## src/rtl/msk_pkg.sv

```systemverilog
package msk_pkg;

  // fresh random bits needed for a given protection order
  function automatic int rnd_bits(input int ord);
    int n;
    int tot;
    n   = ord + 1;
    tot = (ord / 4) * n;
    case (ord % 4)
      1: tot = tot + n / 2;
      2: tot = tot + ((ord == 2) ? 2 : n);
      3: tot = tot + n;
      default: tot = tot + 0;
    endcase
    return tot;
  endfunction

  // cycles from input strobe to output strobe
  function automatic int pipe_lat(input int ord);
    if (ord >= 4)      return 5;
    else if (ord == 3) return 4;
    else if (ord == 2) return 2;
    else if (ord == 1) return 1;
    else               return 0;
  endfunction

  // number of cross-term sub-blocks
  function automatic int num_blk(input int ord);
    return (ord / 4) + (((ord % 4) != 0) ? 1 : 0);
  endfunction

endpackage

```

## src/rtl/msk_rst_sync.sv

```systemverilog
module msk_rst_sync (
  input  logic clk_i,
  input  logic rst_ni,
  output logic rst_no
);
  logic [1:0] sync_q;
  logic [1:0] sync_d;

  always_comb sync_d = {sync_q[0], 1'b1};

  always_ff @(posedge clk_i or negedge rst_ni) begin
    if (!rst_ni) sync_q <= 2'b00;
    else         sync_q <= sync_d;
  end

  assign rst_no = sync_q[1];
endmodule

```

## src/rtl/msk_tap_line.sv

```systemverilog
// Delay line for operand shares, random bits and the strobe.
// Tap k holds the operation accepted k cycles earlier; tap 0 is the input.
module msk_tap_line #(
  parameter int N  = 2,
  parameter int RW = 1,
  parameter int L  = 1
) (
  input  logic                 clk_i,
  input  logic                 rst_ni,
  input  logic                 vld_i,
  input  logic [N-1:0]         a_i,
  input  logic [N-1:0]         b_i,
  input  logic [RW-1:0]        r_i,
  output logic [L:0]           v_o,
  output logic [L:0][N-1:0]    a_o,
  output logic [L:0][N-1:0]    b_o,
  output logic [L:0][RW-1:0]   r_o
);
  generate
    if (L == 0) begin : g_wire
      assign v_o[0] = vld_i;
      assign a_o[0] = a_i;
      assign b_o[0] = b_i;
      assign r_o[0] = r_i;
    end else begin : g_regs
      logic [L-1:0]         v_q;
      logic [L-1:0]         v_d;
      logic [L-1:0][N-1:0]  a_q;
      logic [L-1:0][N-1:0]  b_q;
      logic [L-1:0][RW-1:0] r_q;
      logic [L:0]           v_all;
      logic [L:0][N-1:0]    a_all;
      logic [L:0][N-1:0]    b_all;
      logic [L:0][RW-1:0]   r_all;

      assign v_all = {v_q, vld_i};
      assign a_all = {a_q, a_i};
      assign b_all = {b_q, b_i};
      assign r_all = {r_q, r_i};

      always_comb v_d = v_all[L-1:0];

      always_ff @(posedge clk_i or negedge rst_ni) begin
        if (!rst_ni) v_q <= '0;
        else         v_q <= v_d;
      end

      // data stages load only when an operation moves into them
      for (genvar k = 0; k < L; k++) begin : g_stage
        always_ff @(posedge clk_i) begin
          if (v_all[k]) begin
            a_q[k] <= a_all[k];
            b_q[k] <= b_all[k];
            r_q[k] <= r_all[k];
          end
        end
      end

      assign v_o = v_all;
      assign a_o = a_all;
      assign b_o = b_all;
      assign r_o = r_all;
    end
  endgenerate
endmodule

```

## src/rtl/msk_seq_chain.sv

```systemverilog
// Ordered remasking chain for two cross offsets M1, M2.
// FULL=1: mask, pair at M1, rotated mask, pair at M2 (five stages).
// FULL=0: the M2 mirror term is dropped (four stages).
module msk_seq_chain #(
  parameter int N    = 5,
  parameter int M1   = 1,
  parameter int M2   = 2,
  parameter bit FULL = 1'b1,
  localparam int NT    = FULL ? 4 : 3,
  localparam int DEPTH = FULL ? 5 : 4
) (
  input  logic                  clk_i,
  input  logic [DEPTH-1:0]      en_i,
  input  logic [NT-1:0][N-1:0]  a_i,
  input  logic [NT-1:0][N-1:0]  b_i,
  input  logic [N-1:0]          r_first_i,
  input  logic [N-1:0]          r_second_i,
  output logic [N-1:0]          q_o
);
  logic [DEPTH-1:0][N-1:0] st_d;
  logic [DEPTH-1:0][N-1:0] st_q;

  always_comb begin
    st_d = '0;
    for (int i = 0; i < N; i++) begin
      st_d[0][i] = r_first_i[i] ^ (a_i[0][i] & b_i[0][(i + M1) % N]);
      st_d[1][i] = st_q[0][i] ^ (a_i[1][(i + M1) % N] & b_i[1][i]);
      st_d[2][i] = st_q[1][i] ^ r_second_i[(i + 1) % N];
      st_d[3][i] = st_q[2][i] ^ (a_i[2][i] & b_i[2][(i + M2) % N]);
      if (FULL) begin
        st_d[DEPTH-1][i] = st_q[3][i] ^ (a_i[NT-1][(i + M2) % N] & b_i[NT-1][i]);
      end
    end
  end

  for (genvar s = 0; s < DEPTH; s++) begin : g_st
    always_ff @(posedge clk_i) begin
      if (en_i[s]) st_q[s] <= st_d[s];
    end
  end

  assign q_o = st_q[DEPTH-1];
endmodule

```

## src/rtl/msk_dom_cross.sv

```systemverilog
// One cross term per share, remasked by a fresh bit and registered.
// Share i takes a_i & b_(i+OFS) masked by r[(i+RSH) mod RMOD].
module msk_dom_cross #(
  parameter int N    = 2,
  parameter int OFS  = 1,
  parameter int RSH  = 0,
  parameter int RMOD = 1
) (
  input  logic            clk_i,
  input  logic            en_i,
  input  logic [N-1:0]    a_i,
  input  logic [N-1:0]    b_i,
  input  logic [RMOD-1:0] r_i,
  output logic [N-1:0]    q_o
);
  logic [N-1:0] t_d;

  always_comb begin
    for (int i = 0; i < N; i++) begin
      t_d[i] = r_i[(i + RSH) % RMOD] ^ (a_i[i] & b_i[(i + OFS) % N]);
    end
  end

  always_ff @(posedge clk_i) begin
    if (en_i) q_o <= t_d;
  end
endmodule

```

## src/rtl/msk_pair_reuse.sv

```systemverilog
// Order-two cross terms with two random bits; the third mask is their XOR.
module msk_pair_reuse (
  input  logic                clk_i,
  input  logic [1:0]          en_i,
  input  logic [1:0][2:0]     a_i,
  input  logic [1:0][2:0]     b_i,
  input  logic [1:0]          r_i,
  output logic [2:0]          q_o
);
  logic [2:0] z;
  logic [2:0] s0_d;
  logic [2:0] s0_q;
  logic [2:0] s1_d;

  assign z = {r_i[0] ^ r_i[1], r_i[1], r_i[0]};

  always_comb begin
    for (int i = 0; i < 3; i++) begin
      s0_d[i] = z[i] ^ (a_i[0][i] & b_i[0][(i + 1) % 3]);
      s1_d[i] = s0_q[i] ^ (a_i[1][(i + 1) % 3] & b_i[1][i]);
    end
  end

  always_ff @(posedge clk_i) begin
    if (en_i[0]) s0_q <= s0_d;
  end

  always_ff @(posedge clk_i) begin
    if (en_i[1]) q_o <= s1_d;
  end
endmodule

```

## src/rtl/msk_and_gate.sv

```systemverilog
module msk_and_gate
  import msk_pkg::*;
#(
  parameter int ORD = 5,
  localparam int NSH = ORD + 1,
  localparam int RW  = rnd_bits(ORD),
  localparam int RWP = (RW > 0) ? RW : 1,
  localparam int LAT = pipe_lat(ORD)
) (
  input  logic           clk_i,
  input  logic           rst_ni,
  input  logic           in_vld_i,
  input  logic [NSH-1:0] a_sh_i,
  input  logic [NSH-1:0] b_sh_i,
  input  logic [RWP-1:0] rnd_i,
  output logic [NSH-1:0] q_sh_o,
  output logic           out_vld_o
);
  localparam int NCOMP = ORD / 4;
  localparam int NBLK  = num_blk(ORD);
  localparam int NBA   = (NBLK > 0) ? NBLK : 1;
  localparam int LOFS  = NCOMP * NSH;   // first random bit of the last group
  localparam int LM1   = 2 * NCOMP + 1;
  localparam int LM2   = 2 * NCOMP + 2;

  logic                      rst_sync_n;
  logic [LAT:0]              v_tap;
  logic [LAT:0][NSH-1:0]     a_tap;
  logic [LAT:0][NSH-1:0]     b_tap;
  logic [LAT:0][RWP-1:0]     r_tap;
  logic [NBA-1:0][NSH-1:0]   blk_q;
  logic [NSH-1:0]            q_acc;

  msk_rst_sync u_rst (
    .clk_i  (clk_i),
    .rst_ni (rst_ni),
    .rst_no (rst_sync_n)
  );

  msk_tap_line #(.N(NSH), .RW(RWP), .L(LAT)) u_taps (
    .clk_i  (clk_i),
    .rst_ni (rst_sync_n),
    .vld_i  (in_vld_i),
    .a_i    (a_sh_i),
    .b_i    (b_sh_i),
    .r_i    (rnd_i),
    .v_o    (v_tap),
    .a_o    (a_tap),
    .b_o    (b_tap),
    .r_o    (r_tap)
  );

  generate
    if (NBLK == 0) begin : g_none
      assign blk_q[0] = '0;
    end

    // full groups of four cross offsets
    for (genvar k = 0; k < NCOMP; k++) begin : g_full
      localparam int T0 = LAT - 5;
      logic [3:0][NSH-1:0] ca;
      logic [3:0][NSH-1:0] cb;
      for (genvar p = 0; p < 4; p++) begin : g_term
        assign ca[p] = a_tap[T0 + ((p < 2) ? p : p + 1)];
        assign cb[p] = b_tap[T0 + ((p < 2) ? p : p + 1)];
      end
      msk_seq_chain #(.N(NSH), .M1(2*k+1), .M2(2*k+2), .FULL(1'b1)) u_chain (
        .clk_i      (clk_i),
        .en_i       (v_tap[T0 +: 5]),
        .a_i        (ca),
        .b_i        (cb),
        .r_first_i  (r_tap[T0][k*NSH +: NSH]),
        .r_second_i (r_tap[T0 + 2][k*NSH +: NSH]),
        .q_o        (blk_q[k])
      );
    end

    // last partial group, chosen by ORD mod 4
    if (ORD % 4 == 3) begin : g_three
      localparam int T0 = LAT - 4;
      logic [2:0][NSH-1:0] ca;
      logic [2:0][NSH-1:0] cb;
      for (genvar p = 0; p < 3; p++) begin : g_term
        assign ca[p] = a_tap[T0 + ((p < 2) ? p : p + 1)];
        assign cb[p] = b_tap[T0 + ((p < 2) ? p : p + 1)];
      end
      msk_seq_chain #(.N(NSH), .M1(LM1), .M2(LM2), .FULL(1'b0)) u_chain (
        .clk_i      (clk_i),
        .en_i       (v_tap[T0 +: 4]),
        .a_i        (ca),
        .b_i        (cb),
        .r_first_i  (r_tap[T0][LOFS +: NSH]),
        .r_second_i (r_tap[T0 + 2][LOFS +: NSH]),
        .q_o        (blk_q[NCOMP])
      );
    end else if (ORD == 2) begin : g_reuse
      localparam int T0 = LAT - 2;
      msk_pair_reuse u_reuse (
        .clk_i (clk_i),
        .en_i  (v_tap[T0 +: 2]),
        .a_i   ({a_tap[T0 + 1], a_tap[T0]}),
        .b_i   ({b_tap[T0 + 1], b_tap[T0]}),
        .r_i   (r_tap[T0][1:0]),
        .q_o   (blk_q[NCOMP])
      );
    end else if (ORD % 4 == 2) begin : g_two
      localparam int T0 = LAT - 1;
      logic [NSH-1:0] qa;
      logic [NSH-1:0] qb;
      msk_dom_cross #(.N(NSH), .OFS(LM1), .RSH(0), .RMOD(NSH)) u_lo (
        .clk_i (clk_i),
        .en_i  (v_tap[T0]),
        .a_i   (a_tap[T0]),
        .b_i   (b_tap[T0]),
        .r_i   (r_tap[T0][LOFS +: NSH]),
        .q_o   (qa)
      );
      msk_dom_cross #(.N(NSH), .OFS(LM2), .RSH(LM2), .RMOD(NSH)) u_hi (
        .clk_i (clk_i),
        .en_i  (v_tap[T0]),
        .a_i   (a_tap[T0]),
        .b_i   (b_tap[T0]),
        .r_i   (r_tap[T0][LOFS +: NSH]),
        .q_o   (qb)
      );
      assign blk_q[NCOMP] = qa ^ qb;
    end else if (ORD % 4 == 1) begin : g_one
      localparam int T0 = LAT - 1;
      msk_dom_cross #(.N(NSH), .OFS(NSH/2), .RSH(0), .RMOD(NSH/2)) u_half (
        .clk_i (clk_i),
        .en_i  (v_tap[T0]),
        .a_i   (a_tap[T0]),
        .b_i   (b_tap[T0]),
        .r_i   (r_tap[T0][LOFS +: NSH/2]),
        .q_o   (blk_q[NCOMP])
      );
    end
  endgenerate

  // inner-domain products join the registered cross results
  always_comb begin
    q_acc = a_tap[LAT] & b_tap[LAT];
    for (int k = 0; k < NBLK; k++) q_acc = q_acc ^ blk_q[k];
  end

  assign q_sh_o    = q_acc;
  assign out_vld_o = v_tap[LAT];
endmodule

```

## config.mk

```make
export PLATFORM = sky130hd
export DESIGN_NAME = msk_and_gate
export DESIGN_NICKNAME = d
export VERILOG_FILES = /design/src/rtl/msk_pkg.sv /design/src/rtl/msk_rst_sync.sv /design/src/rtl/msk_tap_line.sv /design/src/rtl/msk_seq_chain.sv /design/src/rtl/msk_dom_cross.sv /design/src/rtl/msk_pair_reuse.sv /design/src/rtl/msk_and_gate.sv
export SDC_FILE = /design/constraint.sdc
export NUM_CORES = 1
export LEC_CHECK = 0
export BUFFER_PORTS_ARGS = -buffer_cell sky130_fd_sc_hd__buf_2
export CAP_MARGIN = 30
export CORE_AREA = 4 4 99 101
export CTS_CLUSTER_DIAMETER = 80
export DETAILED_ROUTE_END_ITERATION = 6
export DIE_AREA = 0 0 103 105
export HOLD_SLACK_MARGIN = 0.08
export PLACE_DENSITY = 0.64
export SYNTH_ARGS = -nofsm -noshare
export SYNTH_HDL_FRONTEND = slang
export SYNTH_SLANG_ARGS = --single-unit
export TNS_END_PERCENT = 100
```

## constraint.sdc

```tcl
create_clock -name clk_i -period 0.95 [get_ports clk_i]
set_clock_uncertainty 0.15 [all_clocks]
set_input_delay 0.0475 -clock clk_i [delete_from_list [all_inputs] [get_ports clk_i]]
set_output_delay 0.0475 -clock clk_i [all_outputs]
set_load 0.01 [all_outputs]
```

# Word level (Yosys, flattened, before mapping)
# Index checks and enable logic that the tools add are counted.
# totals
register_bits	139
ram_bits	0
memories	0
mem_bits_ro	0
latchBits	0
# op_classes
n_mux	0
shifts	0
n_bitwise	69
magnitude_cmp	0
n_reduce_logical	0
div_mod_pow	0
mul	0
eq_ne	0
add_sub_neg	0
# op_table
op	n
$xor A1 B1 Y1	36
$and A1 B1 Y1	30
$xor A6 B6 Y6	2
$and A6 B6 Y6	1

# Depth between registers and ports, before layout
# logic_depth
depth_word	3
ltp_mapped	2
depth_no_buf	2

# Cells and area by module
# A second synthesis with hierarchy kept.
# hier_totals
cells_unflattened	261
area_unflattened_um2	5178.7
# by_module_without_submodules
module	seq_area_each_um2	area_each_um2	n_inst	cells_per_inst
msk_tap_line	3278.1	3443.3	1	132
msk_seq_chain	900.9	1298.7	1	90
msk_dom_cross	180.2	255.2	1	18
msk_and_gate	0.0	127.6	1	18
msk_rst_sync	50.0	53.8	1	3

# Least setup slack after synthesis
# No wires, ideal clock.
# synth_path
path_kind	reg2reg
start	register u_taps.g_regs.v_q[0]
end	register g_full[0].u_chain.st_q[10] (netlist name) (enable)
n_path_buf	0
setup_time_ps	384
path_slack_ps	-431
path_stages_with_launch	1
synth_period_minus_slack_ps	1381
arrival_ps	848
required_ps	416
cell_sequence	dfrtp_1
# synth_rtl
item	line	text
start, declared	msk_tap_line.sv:26	logic [L-1:0] v_q;
start signal, assigned	msk_tap_line.sv:45	else v_q <= v_d;
end signal, assigned by index	msk_seq_chain.sv:38	if (en_i[s]) st_q[s] <= st_d[s];
end, declared	msk_seq_chain.sv:21	logic [DEPTH-1:0][N-1:0] st_q;
# No word-level cell between the ends.

# Final worst setup path
# layout_path
start	register g_one.u_half.q_o[4]
end	output q_sh_o[4]
# layout_between
elab_chain_len	1
# layout_lines
item	line	text
start, declared	msk_dom_cross.sv:14	output logic [N-1:0] q_o
start signal, assigned	msk_dom_cross.sv:25	if (en_i) q_o <= t_d;
$xor A6 B6 Y6	msk_and_gate.sv:143	for (int k = 0; k < NBLK; k++) q_acc = q_acc ^ blk_q[k];
end, declared	msk_and_gate.sv:16	output logic [NSH-1:0] q_sh_o,
# No other way between the ends.

==> impl_metrics.ini <==
[floorplanning]
fp.dieW_microns = 103
ios = 31
initial_core_util_pct = 48.1
die-area_sq_um = 10800
dieHeight_microns = 105
rows = 35
core_sq_um = 9020

[synthesis]
synth_most_common_cell = edfxtp_1
seq_area_frac_synth_pct = 87.1
synth_area_leaders = edfxtp_1 83%, xnor2_1 7.3%, dfrtp_1 4.0%
synthTopCellsByCount = 120 x edfxtp_1, 36 x nand2_1, 36 x xnor2_1, 12 x xor2_1, 7 x dfrtp_1
yosysWarnings = 0
synth_cells = 212
netlist_area_sq_um = 4340
ys_types = 6
synthesis.nets = 236
avgSynthCellArea_sq_um = 20.5
ys_seq_elements = 127
postSynth.asyncResetShare_pct = 5.51
synth-main-ff-cell = edfxtp_1
synth_edf_count = 120
synth_top_area_cell = edfxtp_1
netlist.area_leader.share_pct = 83.1

[critical_path]
cp.required_ns = 0.75
start_kind = flop
cp-end-kind = primary output
critical_path.startpoint = g_one.u_half.q_o[4]$_DFFE_PP_
cp_data_arrival_time_ns = 1.33
rrSetupSlack_ns = -0.13
crit_type = reg2out
rr_worst_depth = 1
worstReg2RegEnd = g_full[0].u_chain.st_q[7]$_DFFE_PP_
cp_max_fo = 1
timing.rr.start = u_taps.g_regs.v_q[0]$_DFF_PN0_

[place]
preCtsSetupSlack_ns = -0.185
io_buffers = 30
detailed_place_hpwl_microns = 3110
gp_congestion = 0.711

[clock_tree]
cts.sinks = 127
cts_max_path_buffers = 2
cts_hold_buffers = 24
cts.htree.levels = 4
clkTransAtPathRegs_ns = 0.05
clk-insertion-delay-late_ns = 0.50
numCtsBuffers = 17
cts_tree = yes
cts-root-buf = clkbuf_8

[detailed_routing]
drt_iter0_drc = 105
route.met2.wl_microns = 3070
wirelength_microns = 5560
drtPass1Iterations = 3
drcViolationCount = 0
met1Wirelength_microns = 2090
vias_per_cell = 4.37
drt-wirelength-per-cell_microns = 12.9
antenna_left = 0
via_count = 1888
routed.top_layer = met4
wl_met3_microns = 282

[timing]
min_period_ns = 1.53
whs_ns = -0.0607
fmax_mhz = 653
setup_viol = 126
setup_slack_ns = -0.582
fin_crit_sh_pct = 161
maxSlewViolCount = 0
rsz0062_at_grt = yes
report.final.hold_viol_count = 5

[min_path]
hold_class = reg2async

[global_routing]
grt_pass1_wl_microns = 9570
grt_overflow = 0
antenna_found_initial = 0
grt_pass1_vias = 1982
grt_usage_pct = 12.3
grt_start_max_net_pins = 29

[flow_run]
timing.max_cap.violations = 0

[final_layout]
multi_input_comb_area_sq_um = 589
fin_nets = 332
drive_above_1_share_pct = 29.3
seqCellArea_sq_um = 3790
final_core_util_pct = 64.2
diodes = 0
syn_to_final_growth_pct = 33.5
n_fill_cell = 598

[power]
leakage_nw = 2.15
ir_worst_vdd_mv = 1.55
total_power_mw = 14.0
cellPowerDensity_nw_per_um2 = 2410

[run_status]
failed_checks = negative hold slack, negative setup slack
status = finished with violations
==> routing by layer <==
layer	GRT usage, %	vias to the layer above
met3	5.54	11
met1	13.1	868
met4	5.55	0
met5	0	-
met2	20.5	44
li1	-	965
==> state kept, by name (all words and copies together) (netlist names) <==
name,count
g_full.u_chain.q_o,6
g_full.u_chain.st_q,24
g_one.u_half.q_o,6
u_rst.sync_q,2
u_taps.a_o,30
u_taps.b_o,30
u_taps.g_regs.v_q,5
u_taps.r_o,24
==> area by class of cell <==
class / instances / share of cell area, %
Clock inverter: 13 / 2.53
Tap cell: 111 / 2.40
Multi-Input combinational cell: 85 / 10.2
Sequential cell: 127 / 65.4
Timing Repair Buffer: 77 / 12.2
Clock buffer: 19 / 7.28
==> critical path, stage by stage, from the launching register on <==
cell and delay (ns):
edfxtp_1 0.38, xor2_1 0.19, xnor2_1 0.13, buf_2 0.14
==> worst max path at each step <==
stage,cells after the start,to
floorplan,0,g_full[0].u_chain.st_q[18]$_DFFE_PP_
global placement,0,u_taps.r_o[22]$_DFFE_PP_
detailed placement,0,u_taps.r_o[25]$_DFFE_PP_
CTS,3,q_sh_o[3]
global route,3,q_sh_o[4]
finish,3,q_sh_o[4]
==> cells in the final DEF (no fill, tap or decap), types with 3 or more instances in the layout <==
| cell | synthesis | final |
|---|---|---|
| clkinv_2 | 0 | 7 |
| buf_8 | 0 | 3 |
| edfxtp_1 | 120 | 120 |
| buf_2 | 0 | 30 |
| xor2_1 | 12 | 12 |
| nand2_1 | 36 | 30 |
| buf_4 | 0 | 10 |
| dfrtp_1 | 7 | 3 |
| nand2_2 | 0 | 6 |
| xnor2_1 | 36 | 34 |
| clkbuf_16 | 0 | 16 |
| bufinv_16 | 0 | 3 |
| buf_12 | 0 | 6 |
| dlygate4sd3_1 | 0 | 24 |
==> what timing repair did <==
action | in CTS | in global routing
gates resized for setup | 14 | 11
setup endpoints to repair | 124 | 136
pin swaps | 17 | 14
endpoints found under the hold margin | 62 | 5
cloned | 4 | 0
setup buffers | 13 | 6
==> power by group <==
group / total, mW / internal (mW) / switching [mW]
Clock: 6.08 / 3.95 / 2.13
Combinational: 0.874 / 0.529 / 0.346
Sequential: 7.02 / 6.78 / 0.242
==> kinds of logic (layout without fill, tap and decap cells) <==
group | after synthesis | count (layout) | share of synthesized area (%)
buffers and inverters | 0 | 109 | 0
XOR/XNOR | 48 | 48 | 9.69
other | 1 | 1 | 0.0864
AND/OR/NAND/NOR | 36 | 36 | 3.12
flip-flops | 127 | 127 | 87.1
==> metrics by stage <==
step | instance area (sq um) | cells | setup TNS [ns]
finish | 5790 | 432 | -11.84
global route | 5790 | 432 | -15.01
CTS | 5780 | 430 | -14.87
detailed placement | 4700 | 357 | -10.03
global placement | 4700 | 357 | -9.21
floorplan | 4350 | 212 | -9.29
Power figures use the tool's default switching activity.
